$ cat src/rtl/serial_char_rx_pkg.sv
`timescale 1ns/1ps
package serial_char_rx_pkg;

   // Receiver frame position
   typedef enum logic [2:0] {
      RX_IDLE   = 3'd0,
      RX_START  = 3'd1,
      RX_DATA   = 3'd2,
      RX_PARITY = 3'd3,
      RX_STOP   = 3'd4
   } rx_state_t;

endpackage

$ cat src/rtl/rx_line_sync.sv
`timescale 1ns/1ps
// Brings the asynchronous line into the clock domain and flags falling edges
module rx_line_sync #(
   parameter int STAGES = 2
) (
   input  logic clk,
   input  logic rst_n,
   input  logic din,
   output logic level,
   output logic fall
);

   logic [STAGES-1:0] chain;
   logic              prev;

   generate
      if (STAGES < 2) begin : g_bad_stages
         $error("rx_line_sync: STAGES must be at least 2");
      end
   endgenerate

   always_ff @(posedge clk or negedge rst_n) begin
      if (!rst_n) begin
         chain <= '1;
         prev  <= 1'b1;
      end else begin
         chain <= {chain[STAGES-2:0], din};
         prev  <= chain[STAGES-1];
      end
   end

   assign level = chain[STAGES-1];
   assign fall  = prev & ~chain[STAGES-1];

endmodule

$ cat src/rtl/rx_bit_timer.sv
`timescale 1ns/1ps
// Down-counter: restart loads the half-bit count, then ticks every full bit
module rx_bit_timer #(
   parameter int FULL = 16,
   parameter int HALF = 8
) (
   input  logic clk,
   input  logic rst_n,
   input  logic restart,
   input  logic run,
   output logic tick
);

   localparam int CW = (FULL > 2) ? $clog2(FULL) : 1;

   logic [CW-1:0] cnt;

   generate
      if (HALF < 1 || HALF >= FULL) begin : g_bad_half
         $error("rx_bit_timer: HALF must lie in 1..FULL-1");
      end
   endgenerate

   always_ff @(posedge clk or negedge rst_n) begin
      if (!rst_n) begin
         cnt <= '0;
      end else if (restart) begin
         cnt <= CW'(HALF - 1);
      end else if (run) begin
         if (cnt == '0) cnt <= CW'(FULL - 1);
         else           cnt <= cnt - 1'b1;
      end
   end

   assign tick = run && (cnt == '0);

endmodule

$ cat src/rtl/rx_frame_ctrl.sv
`timescale 1ns/1ps
// Frame sequencer: start check, data assembly, parity and stop evaluation
module rx_frame_ctrl
   import serial_char_rx_pkg::*;
#(
   parameter int DW = 7
) (
   input  logic          clk,
   input  logic          rst_n,
   input  logic          level,
   input  logic          fall,
   input  logic          tick,
   input  logic          parity_odd,
   output logic          restart,
   output logic          run,
   output rx_state_t     cur_state,
   output logic [DW-1:0] rx_data,
   output logic          rx_valid,
   output logic          parity_err,
   output logic          frame_err
);

   localparam int BW = (DW > 1) ? $clog2(DW) : 1;

   rx_state_t     state;
   logic [DW-1:0] shreg;
   logic [BW-1:0] bidx;
   logic          par_q;

   assign restart   = (state == RX_IDLE) && fall;
   assign run       = (state != RX_IDLE);
   assign cur_state = state;

   always_ff @(posedge clk or negedge rst_n) begin
      if (!rst_n) begin
         state      <= RX_IDLE;
         shreg      <= '0;
         bidx       <= '0;
         par_q      <= 1'b0;
         rx_data    <= '0;
         rx_valid   <= 1'b0;
         parity_err <= 1'b0;
         frame_err  <= 1'b0;
      end else begin
         rx_valid <= 1'b0;
         case (state)
            RX_IDLE: begin
               bidx <= '0;
               if (fall) state <= RX_START;
            end
            RX_START: begin
               if (tick) state <= level ? RX_IDLE : RX_DATA;
            end
            RX_DATA: begin
               if (tick) begin
                  shreg <= {level, shreg[DW-1:1]};
                  if (bidx == BW'(DW - 1)) begin
                     bidx  <= '0;
                     state <= RX_PARITY;
                  end else begin
                     bidx <= bidx + 1'b1;
                  end
               end
            end
            RX_PARITY: begin
               if (tick) begin
                  par_q <= level;
                  state <= RX_STOP;
               end
            end
            RX_STOP: begin
               if (tick) begin
                  rx_valid   <= 1'b1;
                  rx_data    <= shreg;
                  parity_err <= (^shreg) ^ par_q ^ parity_odd;
                  frame_err  <= ~level;
                  state      <= RX_IDLE;
               end
            end
            default: state <= RX_IDLE;
         endcase
      end
   end

endmodule

$ cat src/rtl/serial_char_rx.sv
`timescale 1ns/1ps
module serial_char_rx
   import serial_char_rx_pkg::*;
#(
   parameter int CLK_HZ      = 50_000_000,
   parameter int BAUD        = 115_200,
   parameter int DATA_BITS   = 7,
   parameter int SYNC_STAGES = 2
) (
   input  logic                 clk,
   input  logic                 rst_n,
   input  logic                 rx_line,
   input  logic                 parity_odd,
   output logic [DATA_BITS-1:0] rx_data,
   output logic                 rx_valid,
   output logic                 parity_err,
   output logic                 frame_err
);

   localparam int FULL = CLK_HZ / BAUD;
   localparam int HALF = FULL / 2;

   generate
      if (FULL < 4) begin : g_bad_rate
         $error("serial_char_rx: CLK_HZ/BAUD must be at least 4");
      end
      if (DATA_BITS < 5 || DATA_BITS > 9) begin : g_bad_width
         $error("serial_char_rx: DATA_BITS must be 5..9");
      end
   endgenerate

   logic      line_level;
   logic      line_fall;
   logic      bit_tick;
   logic      tmr_restart;
   logic      tmr_run;
   rx_state_t fsm_state;

   rx_line_sync #(.STAGES(SYNC_STAGES)) u_sync (
      .clk   (clk),
      .rst_n (rst_n),
      .din   (rx_line),
      .level (line_level),
      .fall  (line_fall)
   );

   rx_bit_timer #(.FULL(FULL), .HALF(HALF)) u_timer (
      .clk     (clk),
      .rst_n   (rst_n),
      .restart (tmr_restart),
      .run     (tmr_run),
      .tick    (bit_tick)
   );

   rx_frame_ctrl #(.DW(DATA_BITS)) u_ctrl (
      .clk        (clk),
      .rst_n      (rst_n),
      .level      (line_level),
      .fall       (line_fall),
      .tick       (bit_tick),
      .parity_odd (parity_odd),
      .restart    (tmr_restart),
      .run        (tmr_run),
      .cur_state  (fsm_state),
      .rx_data    (rx_data),
      .rx_valid   (rx_valid),
      .parity_err (parity_err),
      .frame_err  (frame_err)
   );

endmodule

$ cat config.mk
export PLATFORM = sky130hd
export DESIGN_NAME = serial_char_rx
export DESIGN_NICKNAME = d
export VERILOG_FILES = /design/src/rtl/serial_char_rx_pkg.sv /design/src/rtl/rx_line_sync.sv /design/src/rtl/rx_bit_timer.sv /design/src/rtl/rx_frame_ctrl.sv /design/src/rtl/serial_char_rx.sv
export SDC_FILE = /design/constraint.sdc
export NUM_CORES = 1
export LEC_CHECK = 0
export BUFFER_PORTS_ARGS = -buffer_cell sky130_fd_sc_hd__clkbuf_2
export CAP_MARGIN = 20
export CORE_MARGIN = 8
export CORE_UTILIZATION = 57
export CTS_CLUSTER_DIAMETER = 120
export DETAILED_ROUTE_END_ITERATION = 7
export PLACE_DENSITY = 0.77
export SLEW_MARGIN = 10
export SYNTH_ARGS = -nofsm -noshare
export SYNTH_HDL_FRONTEND = slang
export SYNTH_HIERARCHICAL = 1
export SYNTH_SLANG_ARGS = --single-unit
$ cat constraint.sdc
create_clock -name clk -period 5 [get_ports clk]
set_input_delay 1 -clock clk [delete_from_list [all_inputs] [get_ports clk]]
set_output_delay 1 -clock clk [all_outputs]
set_load 0.02 [all_outputs]
==> impl_metrics.tcl <==
set metrics [dict create \
    run_status "finished clean" \
    crit_path_max_fanout 12 \
    hold_class "register to register" \
    area_delta_synth_final_pct 9.14 \
    cap_violations 0 \
    crit_slowest_cell "dfrtp_1" \
    min_from "u_sync/chain[0]$_DFF_PN1_" \
    grt_overflow_total 0 \
    regArea_um2 905 \
    r2r-start "u_ctrl/cur_state[1]$_DFFE_PN0P_" \
    grt_max_degree 37 \
    syn-num-nets 164 \
    antenna_cells 0 \
    antenna_found_initial 0 \
    grt_pass1_wl_um 5140 \
    core_area_mm2 0.00278 \
    cts_setup_buffers 0 \
    totalWireLength_um 3090 \
    crit_top_cell "nand2_1" \
    slowest_delay_ns 0.51 \
    cts_num_sinks 36 \
    synth_edf_count 0 \
    drv_slew 0 \
    multiInputGateArea_um2 756 \
    ant_nets 0 \
    finalNonFillerCells 207 \
    endpoint_kind "register" \
    worst-path-buf-inv 1 \
    finalSetupViolCount 0 \
    p_leak_nw 0.910 \
    insertion_delay_ns 0.34 \
    cp-start-kind "register" \
    crit_cells 7 \
    clk_path_buf_depth 2 \
    post-place-cells 199 \
    reg2reg_setup_slack_ns 2.41 \
    synth.ff_latch_count 36 \
    hold_slack_ns 0.363 \
    critPathKind "register to register" \
    r2r_end "u_ctrl/rx_data[2]$_DFFE_PN0P_" \
    crit_required_ns 5.24 \
    avgSynthCellArea_um2 10.7 \
    yosysSeqAreaShare_pct 53.3 \
    die_w_um 70.6 \
    clk_pin_slew_ns 0.11 \
    fp.dieArea_mm2 0.00498 \
    fin_skew_ns 0.0107 \
    rsz0062_at_grt "false" \
    synth.cell_area_mm2 0.00170 \
    reg2reg_depth 7 \
    cp_cell_sequence "or3_1 -> nor3b_1 -> and3_1 -> nand3_1 -> clkinv_1 -> nand2_1 -> nand2_1" \
    num_vias 1200 \
    grt_use_total_pct 12.6 \
    ys_warn_count 6 \
    hold_viol 0 \
    ys_types 47 \
    crit_family "simple AND/OR/NAND/NOR gates" \
    crit_start "u_ctrl/cur_state[1]$_DFFE_PN0P_" \
    async_reset_ff_share_pct 100 \
    avgRoutedWirePerCell_um 14.9 \
    port_buffers 13 \
    peakVddDrop_v 0.000347 \
    dr.pass1.iters 4 \
    start_util_pct 61.0 \
    row_count 19 \
    cts_hold_buf 0 \
    place.gp.congestion 0.872 \
    first_iter_violations 78 \
    power.density_mw_per_mm2 395 \
    htreeDepth 2 \
    layout.filler_cells 216 \
    vias_per_cell 5.80 \
    ioPinCount 14 \
    clock-root-buffer "clkbuf_4" \
    die_h_um 70.6 \
    cts-resized-gates 0 \
    fmax_mhz 387 \
    nNetsFinal 180 \
    grt_pass1_vias 1204 \
    cts_inserted_buffers 5 \
    worst_pin_slew_ns 0.859 \
    netlist_instances 159 \
    dp_hpwl_um 2180 \
    cts_tree "built" \
    ys.flop_type "dfrtp_1" \
    min_period_ns 2.59 \
    layout-drive-gt1-share_pct 22.7 \
    relSlewSlack_pct 42.7 \
    post-route-period-util_pct 51.7 \
    cp.arrival_ns 2.82 \
    finalSetupTns_ns 0 \
    critical_path.endpoint "u_ctrl/rx_data[2]$_DFFE_PN0P_" \
    drc 0 \
]
==> worst min path at each step <==
stage | to | slack, ns | cells past startpoint
finish | u_sync/chain[1]$_DFF_PN1_ | 0.36 | 0
global route | u_sync/chain[1]$_DFF_PN1_ | 0.37 | 0
CTS | u_sync/chain[1]$_DFF_PN1_ | 0.36 | 0
detailed placement | u_sync/chain[1]$_DFF_PN1_ | 0.35 | 0
global placement | u_sync/chain[1]$_DFF_PN1_ | 0.35 | 0
floorplan | u_sync/chain[1]$_DFF_PN1_ | 0.35 | 0
==> kinds of logic (layout without fill, tap and decap cells) <==
family | Yosys count | count (layout) | synth area share [%]
AO/OA/AOI/OAI | 26 | 26 | 10.1
XOR/XNOR | 8 | 8 | 4.94
adder cells (fa/ha/maj) | 1 | 1 | 0.737
buffers and inverters | 10 | 27 | 2.43
flip-flops | 36 | 36 | 53.3
multiplexers | 10 | 10 | 6.56
AND/OR/NAND/NOR | 68 | 68 | 21.9
==> cell usage in the layout, fill, tap and decap left out, types with 2 or more instances in the layout <==
master	synthesis	final
a211oi_1	2	2
a21oi_1	4	4
clkbuf_2	0	13
clkbuf_4	0	5
dfrtp_1	33	33
dfstp_2	3	3
inv_1	5	5
mux2_2	9	9
nand2_1	30	30
nand2b_1	3	3
nand3_1	3	3
nor2_1	10	10
nor2b_1	3	3
nor3_1	4	3
o21ai_0	9	9
xnor2_1	5	5
xor2_1	2	2
==> where the power goes <==
part / internal, mW / switching (mW) / total, mW
sequential: 0.331 / 0.0560 / 0.387
combinational: 0.0893 / 0.0887 / 0.178
clock: 0.0695 / 0.0973 / 0.167
==> per-stage QoR <==
step           power, mW  area, um2  setup slack [ns]  util, %
3_3_place_gp       0.559       1780              2.47     64.1
2_1_floorplan      0.523       1700              2.88        -
4_1_cts            0.735       1850              2.38     66.4
3_5_place_dp       0.566       1780              2.42     64.1
5_1_grt            0.779       1850              2.19     66.6
6_report           0.732       1850              2.41     66.6
==> registers in the layout (all words and copies together) (netlist names) <==
signal / flops
u_ctrl/bidx: 3
u_ctrl/cur_state: 3
u_ctrl/frame_err: 1
u_ctrl/par_q: 1
u_ctrl/parity_err: 1
u_ctrl/rx_data: 7
u_ctrl/rx_valid: 1
u_ctrl/shreg: 7
u_sync/chain: 2
u_sync/prev: 1
u_timer/cnt: 9
==> cell type report <==
type	count	area share (%)
clock buffers	6	2.77
inverters	6	1.22
flip-flops and latches	36	48.9
clock inverters	2	0.743
multi-input cells	113	40.8
well taps	31	2.09
repair buffers	13	3.51
==> worst register-to-register path, delay by kind of cell, from the launching register on <==
family                 cells  cell delay [ns]
buffers and inverters      1             0.37
DFF                        1             0.51
and+or+nand+nor            6             1.62
==> metal layers <==
metal,GRT usage (%),wire length (um)
met3,4.46,153
met2,21.1,1540
met5,0,0
met4,5.47,48
met1,14.2,1350
==> Yosys cell counts, drive strengths merged, types with 2 or more instances <==
master,instances,share of area [%]
dfrtp,33,49
nand2,30,6.6
nor2,11,3.4
o21ai,10,2.9
mux2,9,6.0
inv,5,1.1
xnor2,5,2.6
a21oi,4,1.2
nor2b,4,1.9
nor3,4,1.2
buf,3,0.88
dfstp,3,4.6
nand2b,3,1.1
nand3,3,0.88
a211oi,2,0.88
nor4b,2,1.4
xor2,2,1.0
Power figures use the tool's default switching activity.
